<file path="src/rtl/cfg_pkg.sv">
package cfg_pkg;

    typedef enum logic [1:0] {
        ST_LOCK   = 2'd0,
        ST_HOLD   = 2'd1,
        ST_SHIFT  = 2'd2,
        ST_COMMIT = 2'd3
    } load_state_e;

    localparam int EQ_W        = 3;
    localparam int EQ_DATA_LSB = 0;
    localparam int EQ_SRV_LSB  = 3;
    localparam int SRV_EN_BIT  = 6;
    localparam int WG_INV_BIT  = 7;
    localparam int PD_W        = 3;

endpackage

</file>
<file path="src/rtl/cfg_sync2.sv">
module cfg_sync2 #(
    parameter int          W       = 1,
    parameter logic [W-1:0] RST_VAL = '0
) (
    input  logic         clk,
    input  logic         rst_n,
    input  logic [W-1:0] d,
    output logic [W-1:0] q
);
    logic [W-1:0] meta_q;

    always_ff @(posedge clk or negedge rst_n) begin
        if (!rst_n) begin
            meta_q <= RST_VAL;
            q      <= RST_VAL;
        end else begin
            meta_q <= d;
            q      <= meta_q;
        end
    end
endmodule

</file>
<file path="src/rtl/cfg_load_fsm.sv">
module cfg_load_fsm
    import cfg_pkg::*;
#(
    parameter int FRAME_W = 16,
    parameter int ADDR_W  = 2,
    localparam int DATA_W = FRAME_W - ADDR_W
) (
    input  logic              clk,
    input  logic              rst_n,
    input  logic              sleep_n,
    input  logic              idle_srv,
    input  logic              sel_s,
    input  logic              sclk_s,
    input  logic              dat_s,
    output logic              wr_en,
    output logic [ADDR_W-1:0] wr_addr,
    output logic [DATA_W-1:0] wr_data
);
    load_state_e        st_q, st_d;
    logic               sel_d1, sclk_d1;
    logic [FRAME_W-1:0] shreg_q;
    logic               load_ok, sel_rise, sclk_rise;

    assign load_ok   = sleep_n && !idle_srv;
    assign sel_rise  = sel_s && !sel_d1;
    assign sclk_rise = sclk_s && !sclk_d1;

    // state register
    always_ff @(posedge clk or negedge rst_n) begin
        if (!rst_n) st_q <= ST_LOCK;
        else        st_q <= st_d;
    end

    // next-state logic
    always_comb begin
        st_d = st_q;
        unique case (st_q)
            ST_LOCK:   if (load_ok) st_d = sel_s ? ST_HOLD : ST_SHIFT;
            ST_HOLD:   if (!load_ok) st_d = ST_LOCK;
                       else if (!sel_s) st_d = ST_SHIFT;
            ST_SHIFT:  if (!load_ok) st_d = ST_LOCK;
                       else if (sel_rise) st_d = ST_COMMIT;
            ST_COMMIT: st_d = load_ok ? ST_HOLD : ST_LOCK;
            default:   st_d = ST_LOCK;
        endcase
    end

    // edge history and shift register
    always_ff @(posedge clk or negedge rst_n) begin
        if (!rst_n) begin
            sel_d1  <= 1'b1;
            sclk_d1 <= 1'b0;
            shreg_q <= '0;
        end else begin
            sel_d1  <= sel_s;
            sclk_d1 <= sclk_s;
            if (!sleep_n)
                shreg_q <= '0;
            else if (st_q == ST_SHIFT && load_ok && !sel_s && sclk_rise)
                shreg_q <= {shreg_q[FRAME_W-2:0], dat_s};
        end
    end

    // outputs
    always_comb begin
        wr_en   = (st_q == ST_COMMIT) && load_ok;
        wr_addr = shreg_q[FRAME_W-1 -: ADDR_W];
        wr_data = shreg_q[DATA_W-1:0];
    end
endmodule

</file>
<file path="src/rtl/cfg_bank_file.sv">
module cfg_bank_file #(
    parameter int NBANK  = 4,
    parameter int DATA_W = 14,
    parameter logic [NBANK*DATA_W-1:0] DEFAULTS = '0,
    localparam int ADDR_W = $clog2(NBANK)
) (
    input  logic                    clk,
    input  logic                    rst_n,
    input  logic                    sleep_n,
    input  logic                    wr_en,
    input  logic [ADDR_W-1:0]       wr_addr,
    input  logic [DATA_W-1:0]       wr_data,
    output logic [NBANK*DATA_W-1:0] bits
);
    for (genvar k = 0; k < NBANK; k++) begin : g_bank
        logic [DATA_W-1:0] bank_q;

        always_ff @(posedge clk or negedge rst_n) begin
            if (!rst_n)
                bank_q <= DEFAULTS[k*DATA_W +: DATA_W];
            else if (!sleep_n)
                bank_q <= DEFAULTS[k*DATA_W +: DATA_W];
            else if (wr_en && wr_addr == ADDR_W'(k))
                bank_q <= wr_data;
        end

        assign bits[k*DATA_W +: DATA_W] = bank_q;
    end
endmodule

</file>
<file path="src/rtl/cfg_decode.sv">
module cfg_decode
    import cfg_pkg::*;
(
    input  logic            eq_srv_en,
    input  logic            servo_fld,
    input  logic [EQ_W-1:0] eq_dat,
    input  logic [EQ_W-1:0] eq_srv,
    input  logic            wg_inv,
    input  logic            wg_in,
    input  logic [PD_W-1:0] pd_bits,
    output logic [EQ_W-1:0] eq_code,
    output logic            pd_sync,
    output logic            pd_synth,
    output logic            pd_pulse,
    output logic            wg_int
);
    always_comb begin
        eq_code  = (eq_srv_en && servo_fld) ? eq_srv : eq_dat;
        wg_int   = wg_in ^ wg_inv;
        pd_sync  = pd_bits[0];
        pd_synth = pd_bits[1];
        pd_pulse = pd_bits[2];
    end
endmodule

</file>
<file path="src/rtl/cfg_bank_reg.sv">
module cfg_bank_reg
    import cfg_pkg::*;
#(
    parameter int FRAME_W = 16,
    parameter int ADDR_W  = 2,
    localparam int NBANK  = 1 << ADDR_W,
    localparam int DATA_W = FRAME_W - ADDR_W,
    parameter logic [NBANK*DATA_W-1:0] DEFAULTS =
        {14'h2AAA, 14'h1555, 14'h0000, 14'h002B}
) (
    input  logic                    clk,
    input  logic                    rst_n,
    input  logic                    sleep_n,
    input  logic                    idle_srv,
    input  logic                    ser_sel,
    input  logic                    ser_clk,
    input  logic                    ser_dat,
    input  logic                    servo_fld,
    input  logic                    wg_in,
    output logic [NBANK*DATA_W-1:0] cfg_bits,
    output logic [EQ_W-1:0]         eq_code,
    output logic                    pd_sync,
    output logic                    pd_synth,
    output logic                    pd_pulse,
    output logic                    wg_int
);
    logic [2:0]        ser_s;
    logic              wr_en;
    logic [ADDR_W-1:0] wr_addr;
    logic [DATA_W-1:0] wr_data;

    cfg_sync2 #(.W(3), .RST_VAL(3'b100)) u_sync (
        .clk   (clk),
        .rst_n (rst_n),
        .d     ({ser_sel, ser_clk, ser_dat}),
        .q     (ser_s)
    );

    cfg_load_fsm #(.FRAME_W(FRAME_W), .ADDR_W(ADDR_W)) u_fsm (
        .clk      (clk),
        .rst_n    (rst_n),
        .sleep_n  (sleep_n),
        .idle_srv (idle_srv),
        .sel_s    (ser_s[2]),
        .sclk_s   (ser_s[1]),
        .dat_s    (ser_s[0]),
        .wr_en    (wr_en),
        .wr_addr  (wr_addr),
        .wr_data  (wr_data)
    );

    cfg_bank_file #(.NBANK(NBANK), .DATA_W(DATA_W), .DEFAULTS(DEFAULTS)) u_banks (
        .clk     (clk),
        .rst_n   (rst_n),
        .sleep_n (sleep_n),
        .wr_en   (wr_en),
        .wr_addr (wr_addr),
        .wr_data (wr_data),
        .bits    (cfg_bits)
    );

    cfg_decode u_dec (
        .eq_srv_en (cfg_bits[SRV_EN_BIT]),
        .servo_fld (servo_fld),
        .eq_dat    (cfg_bits[EQ_DATA_LSB +: EQ_W]),
        .eq_srv    (cfg_bits[EQ_SRV_LSB +: EQ_W]),
        .wg_inv    (cfg_bits[WG_INV_BIT]),
        .wg_in     (wg_in),
        .pd_bits   (cfg_bits[DATA_W +: PD_W]),
        .eq_code   (eq_code),
        .pd_sync   (pd_sync),
        .pd_synth  (pd_synth),
        .pd_pulse  (pd_pulse),
        .wg_int    (wg_int)
    );
endmodule

</file>
<file path="config.mk">
export PLATFORM = sky130hd
export DESIGN_NAME = cfg_bank_reg
export DESIGN_NICKNAME = d
export VERILOG_FILES = /design/src/rtl/cfg_pkg.sv /design/src/rtl/cfg_sync2.sv /design/src/rtl/cfg_load_fsm.sv /design/src/rtl/cfg_bank_file.sv /design/src/rtl/cfg_decode.sv /design/src/rtl/cfg_bank_reg.sv
export SDC_FILE = /design/constraint.sdc
export NUM_CORES = 1
export LEC_CHECK = 0
export ABC_AREA = 1
export CAP_MARGIN = 20
export CORE_ASPECT_RATIO = 1.5
export CORE_UTILIZATION = 45
export DETAILED_ROUTE_END_ITERATION = 10
export HOLD_SLACK_MARGIN = 0.15
export PLACE_DENSITY = 0.76
export SYNTH_ARGS = -nofsm -noshare
export SYNTH_HDL_FRONTEND = slang
export SYNTH_HIERARCHICAL = 1
export SYNTH_SLANG_ARGS = --single-unit
</file>
<file path="constraint.sdc">
create_clock -name clk -period 2 [get_ports clk]
set_clock_uncertainty 0.05 [all_clocks]
set_input_delay 0.4 -clock clk [delete_from_list [all_inputs] [get_ports clk]]
set_output_delay 0.4 -clock clk [all_outputs]
set_load 0.02 [all_outputs]
</file>
Yosys cells after proc, flatten, opt, wreduce, memory -nomap -nowiden. Index checks and enable logic that the tools add are counted.

Eq/ne operators: 14. Muxes and demuxes: 19. Bitwise operators: 1. Reduce and logical (&&, ||, !) cells: 19.

Operators with widths (number): 14-bit two-way mux (8); 16-bit two-way mux (2); 1-bit logical AND (12); 2-bit two-way mux (6); 2-bit by 1-bit != test with 1-bit output, second input constant (6); 2-bit equality test, second input constant (4); 2-bit case mux with 4 select lines (1); 3-bit != test, second input constant (2); 2-bit by 1-bit equality test with 1-bit output, second input constant (2); 1-bit zero test (4); 2-bit zero test (2); 3-bit two-way mux (1); 3-bit AND reduction (1); 1-bit two-way mux (1); 1-bit XOR (1).

Bits in registers: 82. Input bits: 9.

Depth between registers and ports, before layout.
Word-level depth: 7. Depth in mapped cells: 8. Depth with buffers taken out: 7.

Cells and area by module. Netlist, hierarchy kept.

By module, submodules not included: cfg_bank_file (times used 1, cells an instance 301, area an instance 2453.6 µm², sequential area each 1423.9 µm²); cfg_load_fsm (times used 1, cells an instance 109, area an instance 977.2 µm², sequential area each 501.7 µm²); cfg_sync2 (times used 1, cells an instance 6, area an instance 152.6 µm², sequential area each 152.6 µm²); cfg_decode (times used 1, cells an instance 17, area an instance 81.3 µm², sequential area each 0.0 µm²).

Worst setup path before layout. OpenSTA, ideal clock, no wires.

Path kind: input port to flip-flop. From: in idle_srv. To: reg u_banks.g_bank[2].bank_q[11]. Library setup time: 0.065 ns. Data arrival time: 1.322 ns. Required time: 1.885 ns. Slack: 0.563 ns. Stages: 8. Cells stage by stage: inv_1 -> nand2_1 -> nor2_1 -> nand3_1 -> nand2_1 -> buf_4 -> nand2_1 -> nand2_1.

Cells in the longest elaborated chain, start to end: 5.

Ends and longest elaborated chain: start: declaration (RTL line cfg_bank_reg.sv:14) `input logic idle_srv,`; 1-bit zero test (RTL line cfg_load_fsm.sv:24) `assign load_ok = sleep_n && !idle_srv;`; 1-bit logical AND (RTL line cfg_load_fsm.sv:24); 1-bit logical AND (RTL line cfg_load_fsm.sv:66) `wr_en = (st_q == ST_COMMIT) && load_ok;`; via wr_en (RTL line cfg_bank_reg.sv:28) `logic wr_en;`; 1-bit logical AND (RTL line cfg_bank_file.sv:23) `else if (wr_en && wr_addr == ADDR_W'(k))`; 2-bit by 1-bit != test with 1-bit output (no line); end signal: assignment (RTL line cfg_bank_file.sv:20) `bank_q <= DEFAULTS[k*DATA_W +: DATA_W];`; end signal: assignment (RTL line cfg_bank_file.sv:22) `bank_q <= DEFAULTS[k*DATA_W +: DATA_W];`; end signal: assignment (RTL line cfg_bank_file.sv:24) `bank_q <= wr_data;`; end: declaration (RTL line cfg_bank_file.sv:16) `logic [DATA_W-1:0] bank_q;`.

The timed path passes the listed nets, and every way through them passes these cells. A chain may end at the register's enable or synchronous reset.

Worst setup path after layout.
From: reg u_banks.g_bank[0].bank_q[0]. To: out cfg_bits[0].

RTL lines: start: declaration (RTL line cfg_bank_file.sv:16); start signal: assignment (RTL line cfg_bank_file.sv:20); start signal: assignment (RTL line cfg_bank_file.sv:22); start signal: assignment (RTL line cfg_bank_file.sv:24); end: declaration (RTL line cfg_bank_reg.sv:20) `output logic [NBANK*DATA_W-1:0] cfg_bits,`.

No word-level cell between the ends.

==> metrics list <==
- The design draws 4.084 mW.
* Number of search-and-repair iterations in the first detailed-routing pass: 7
- Commonest cells after routing, fill and taps aside: sky130_fd_sc_hd__nand2_1, sky130_fd_sc_hd__nand3_1, sky130_fd_sc_hd__clkdlybuf4s50_1
* Count of antenna-violating nets left after detailed routing: 0
- The startpoint identified for the worst register-to-register timing path is u_fsm/st_q[0].
* Post CTS Setup Buffer Count: 0
- Switching Share: 23.44%
- Summed over all layers, the global routing overflow is 0.
- At the worst endpoint, the required time is 1.55 ns.
- In the final design database the tool counted 516 nets.
- Area enclosed by the die boundary: roughly 8500 sq um
- Summed over all nets, the switching power comes to 957.1 uW.
- Final standard cell count with taps included and fillers excluded: 617
- Most area-consuming cells after synthesis: sky130_fd_sc_hd__dfrtp_1, sky130_fd_sc_hd__nand2_1, sky130_fd_sc_hd__dfstp_2
- Summing the areas of all xor and xnor instances in the mapped netlist gives 0% of the synthesized area.
- Each instance of the synthesized netlist takes up on average 8.464 sq um.
- Detail Placement HPWL: 6043 microns
- The clock period could shrink to around 2 ns.
- The via count of the first global-routing pass was 2999.
- Startpoint of the lowest-slack hold path: u_sync/meta_q[1]
- Of the total power, combinational logic draws between 10% and 20%.
* DR iter-0 viols: 281
* CTS clock-pin slew for the worst setup and hold paths: 0.06 ns
- Ports placed on the boundary: 72
* Post-detailed-route wirelength per cell: 14.32 microns
- Buffers plus inverters on the worst setup path: 1
* Gate count after technology mapping: roughly 430
- Layout Area Growth over Synthesis: 31.55%
- The clock passes through at most 2 buffers.
- Cell at the root of the clock tree: sky130_fd_sc_hd__clkbuf_16
* Reg2Reg Setup Slack: about 0.37 ns
- Largest area contributor in the netlist: sky130_fd_sc_hd__dfrtp_1
* Arrival time of data at the critical path endpoint: ~1.5 ns
- Global-route wire length before repair: around 14000 microns
* Status: complete, no violations
- On the critical path, the stage with the largest delay is an instance of sky130_fd_sc_hd__clkdlybuf4s50_1.
* Area of the multi-input gates: 1275 sq um
- Total negative setup slack: 0 ns
* Leakage power: 2.529 nW
- Register bit total from synthesis: 82
- Timing would allow up to 0.5147 GHz.
* Final Max Tran Viols: 0
- The synthesized netlist devotes around a third of its cell area to simple gates.
- Number of antenna violations at the first check in global routing: 0
- Share of the synthesized area in the top cell type: around two fifths
- Worst stage delay on the critical path: about 0.6 ns
- Headroom to the max-slew limit: 68.88%
- Post-synthesis compound-gate area fraction: 3.346%
- Die boundary height: 112.5 microns
* Worst hold path type: flip-flop to flip-flop
* Core Footprint: ~8000 sq um
- In this run the number of cells on the critical path is 1.
- Routed signal wires occupy layers up through met4.
- The most critical setup path has its endpoint at cfg_bits[0].
- Walking the worst path, the cells encountered are clkdlybuf4s50_1.
* Kind of cell with the highest combined delay on the critical path: buffers and inverters
* Area taken by flip-flops and latches: 2078 sq um
- DRC viols: 0
- Routed met2 length: just under 5000 microns
- Crit path max fanout: 3
* TritonCTS clock tree: built
- Met3 wirelength from detailed routing: 330 microns
- Sequential cells were found to cover 56.71% of the synthesized design area.
- End of the worst register-to-register path: u_banks/g_bank[1].bank_q[8]
- Number of cell rows: 40
- Worst Reg-to-Reg Cells: 7
- Worst skew pair latency: around 0.34 ns
* Seq pwr share: 44.2%
- Transition time at the pin with the least slew margin: 0.4664 ns
- Internal power comes to approximately 3.1 mW.
- Via density per instance: ~5
* H-Tree Depth: 3
* Initial Util: 46.05%
* Area of the mapped netlist: 3665 sq um
* Share of the clock period used by the worst path after layout: a little over nine tenths
* Net count after synthesis: 442
* Pwr Density: between 800 and 900 nW/um^2
- Combinational family with the most area after synthesis: simple AND/OR/NAND/NOR gates
* Count of input and output buffers: 71
- Setup repair after global routing left no endpoint under its margin.
* Fraction of the mapped netlist area in adder cells: 0%
* Proportion of synthesized area in mux cells: 0%
- The clock drives 82 sinks.
* WL final: slightly below 9000 microns
- Fraction of final layout cells with drive strength greater than 1: 14.06%
* Synth Warn #: 6
* Start-to-end type of the worst setup path: flip-flop to primary output
- Setup violations remaining at the end of the flow were counted as 0.
* Number of clock buffers inserted by TritonCTS: 9
* Commonest non-fill, non-tap cell in the layout: sky130_fd_sc_hd__nand2_1
- Filler Cells Inserted: 673
- Across the VDD grid, the largest voltage drop is 0.6023 mV.
- The worst setup path is launched from a flip-flop.
* Timing startpoint of the critical path: u_banks/g_bank[0].bank_q[0]
- Fin Hold WS: approximately 0.3 ns
* Antenna diode count: 0
- Synthesis instantiated 23 different standard cells from the library.
* Overall die width: 75.69 microns
* Crit path capture type: primary output
- Portion of total power attributed to the clock network: 45.3%
- Final hold violation count: 0
* Number of placed instances with taps included: 600
* Aggregate global-route resource usage: between 20 and 25%
- Final weighted congestion of routability-driven global placement: around 0.84
- Max-cap violations in this run came to 0.
- Detailed-routing wirelength on met1: 3384 microns
- Entering global routing, the biggest net connects 108 pins.
* Overall via count from detail_route: 3152
[what timing repair did]
item / in CTS / in global routing
hold buffers: 1 / 0
resized for setup: 4 / 0
endpoints found under the hold margin: 21 / 0
endpoints found under the setup margin: 4 / 0
[final cells by class]
class / instances / share of cell area (%)
timing repair buffer: 87 / 17.29
multi-input combinational: 282 / 26.45
clock inverter: 6 / 2.180
clock buffer: 10 / 4.750
inverter: 45 / 3.504
sequential: 82 / 43.11
tap: 105 / 2.725
[per-stage QoR]
step           setup slack, ns  area (sq um)  util (%)
6_report               0.05702          4821     60.58
5_1_grt                0.01513          4821     60.58
4_1_cts                0.04329          4821     60.58
3_5_place_dp           -0.1581          4482     56.32
3_3_place_gp           -0.1137          4482     56.32
2_1_floorplan           0.5629          3665         -
[state kept, by name, indices dropped and copies added (netlist names)]
register	flops
u_banks/g_bank.bank_q	56
u_fsm/shreg_q	16
u_sync/meta_q	3
u_sync/q	3
u_fsm/st_q	2
u_fsm/sclk_d1	1
u_fsm/sel_d1	1
[power groups by stage]
stage | combinational (mW) | clock (mW) | sequential [mW]
2_1_floorplan | 0.205 | 0 | 1.87
3_3_place_gp | 0.418 | 0 | 1.83
3_5_place_dp | 0.430 | 0 | 1.83
4_1_cts | 0.429 | 1.87 | 1.81
5_1_grt | 0.471 | 1.96 | 1.81
6_report | 0.427 | 1.85 | 1.81
[Yosys cell counts, drive strengths merged]
master / number
nand2: 171
nand3: 81
dfrtp: 61
inv: 44
buf: 21
dfstp: 21
o21ai: 17
nor2: 7
clkbuf: 3
nand4: 2
clkinv: 1
nor3: 1
nor3b: 1
o21bai: 1
or2: 1
[worst reg2reg max path, stage by stage, from the launching register on]
cell	delay [ns]
sky130_fd_sc_hd__dfrtp_1	0.46
sky130_fd_sc_hd__nand2_1	0.11
sky130_fd_sc_hd__nor2_1	0.30
sky130_fd_sc_hd__nand3_1	0.21
sky130_fd_sc_hd__nand2_1	0.12
sky130_fd_sc_hd__buf_4	0.18
sky130_fd_sc_hd__nand2_1	0.07
sky130_fd_sc_hd__nand2_1	0.07
[per-layer routing]
metal	track usage [%]	up-vias
met4	11.23	0
met3	3.950	21
met2	38.87	97
met5	0	-
met1	27.53	1525
li1	-	1509
[cell families (layout without fill, tap and decap cells)]
family	count (synthesis)	count (layout)
AND/OR/NAND/NOR	264	264
flip-flops	82	82
buffers and inverters	69	148
AO/OA/AOI/OAI	18	18
[worst min-delay path by stage]
stage | to | slack (ns) | cells past startpoint
6_report | u_sync/q[1] | 0.30 | 0
5_1_grt | u_sync/q[0] | 0.31 | 0
4_1_cts | u_sync/q[1] | 0.30 | 0
3_5_place_dp | u_sync/q[1] | 0.29 | 0
3_3_place_gp | u_sync/q[0] | 0.28 | 0
2_1_floorplan | u_banks/g_bank[0].bank_q[10] | 0.05 | 0
No activity file was read; power rests on OpenSTA's default activity.
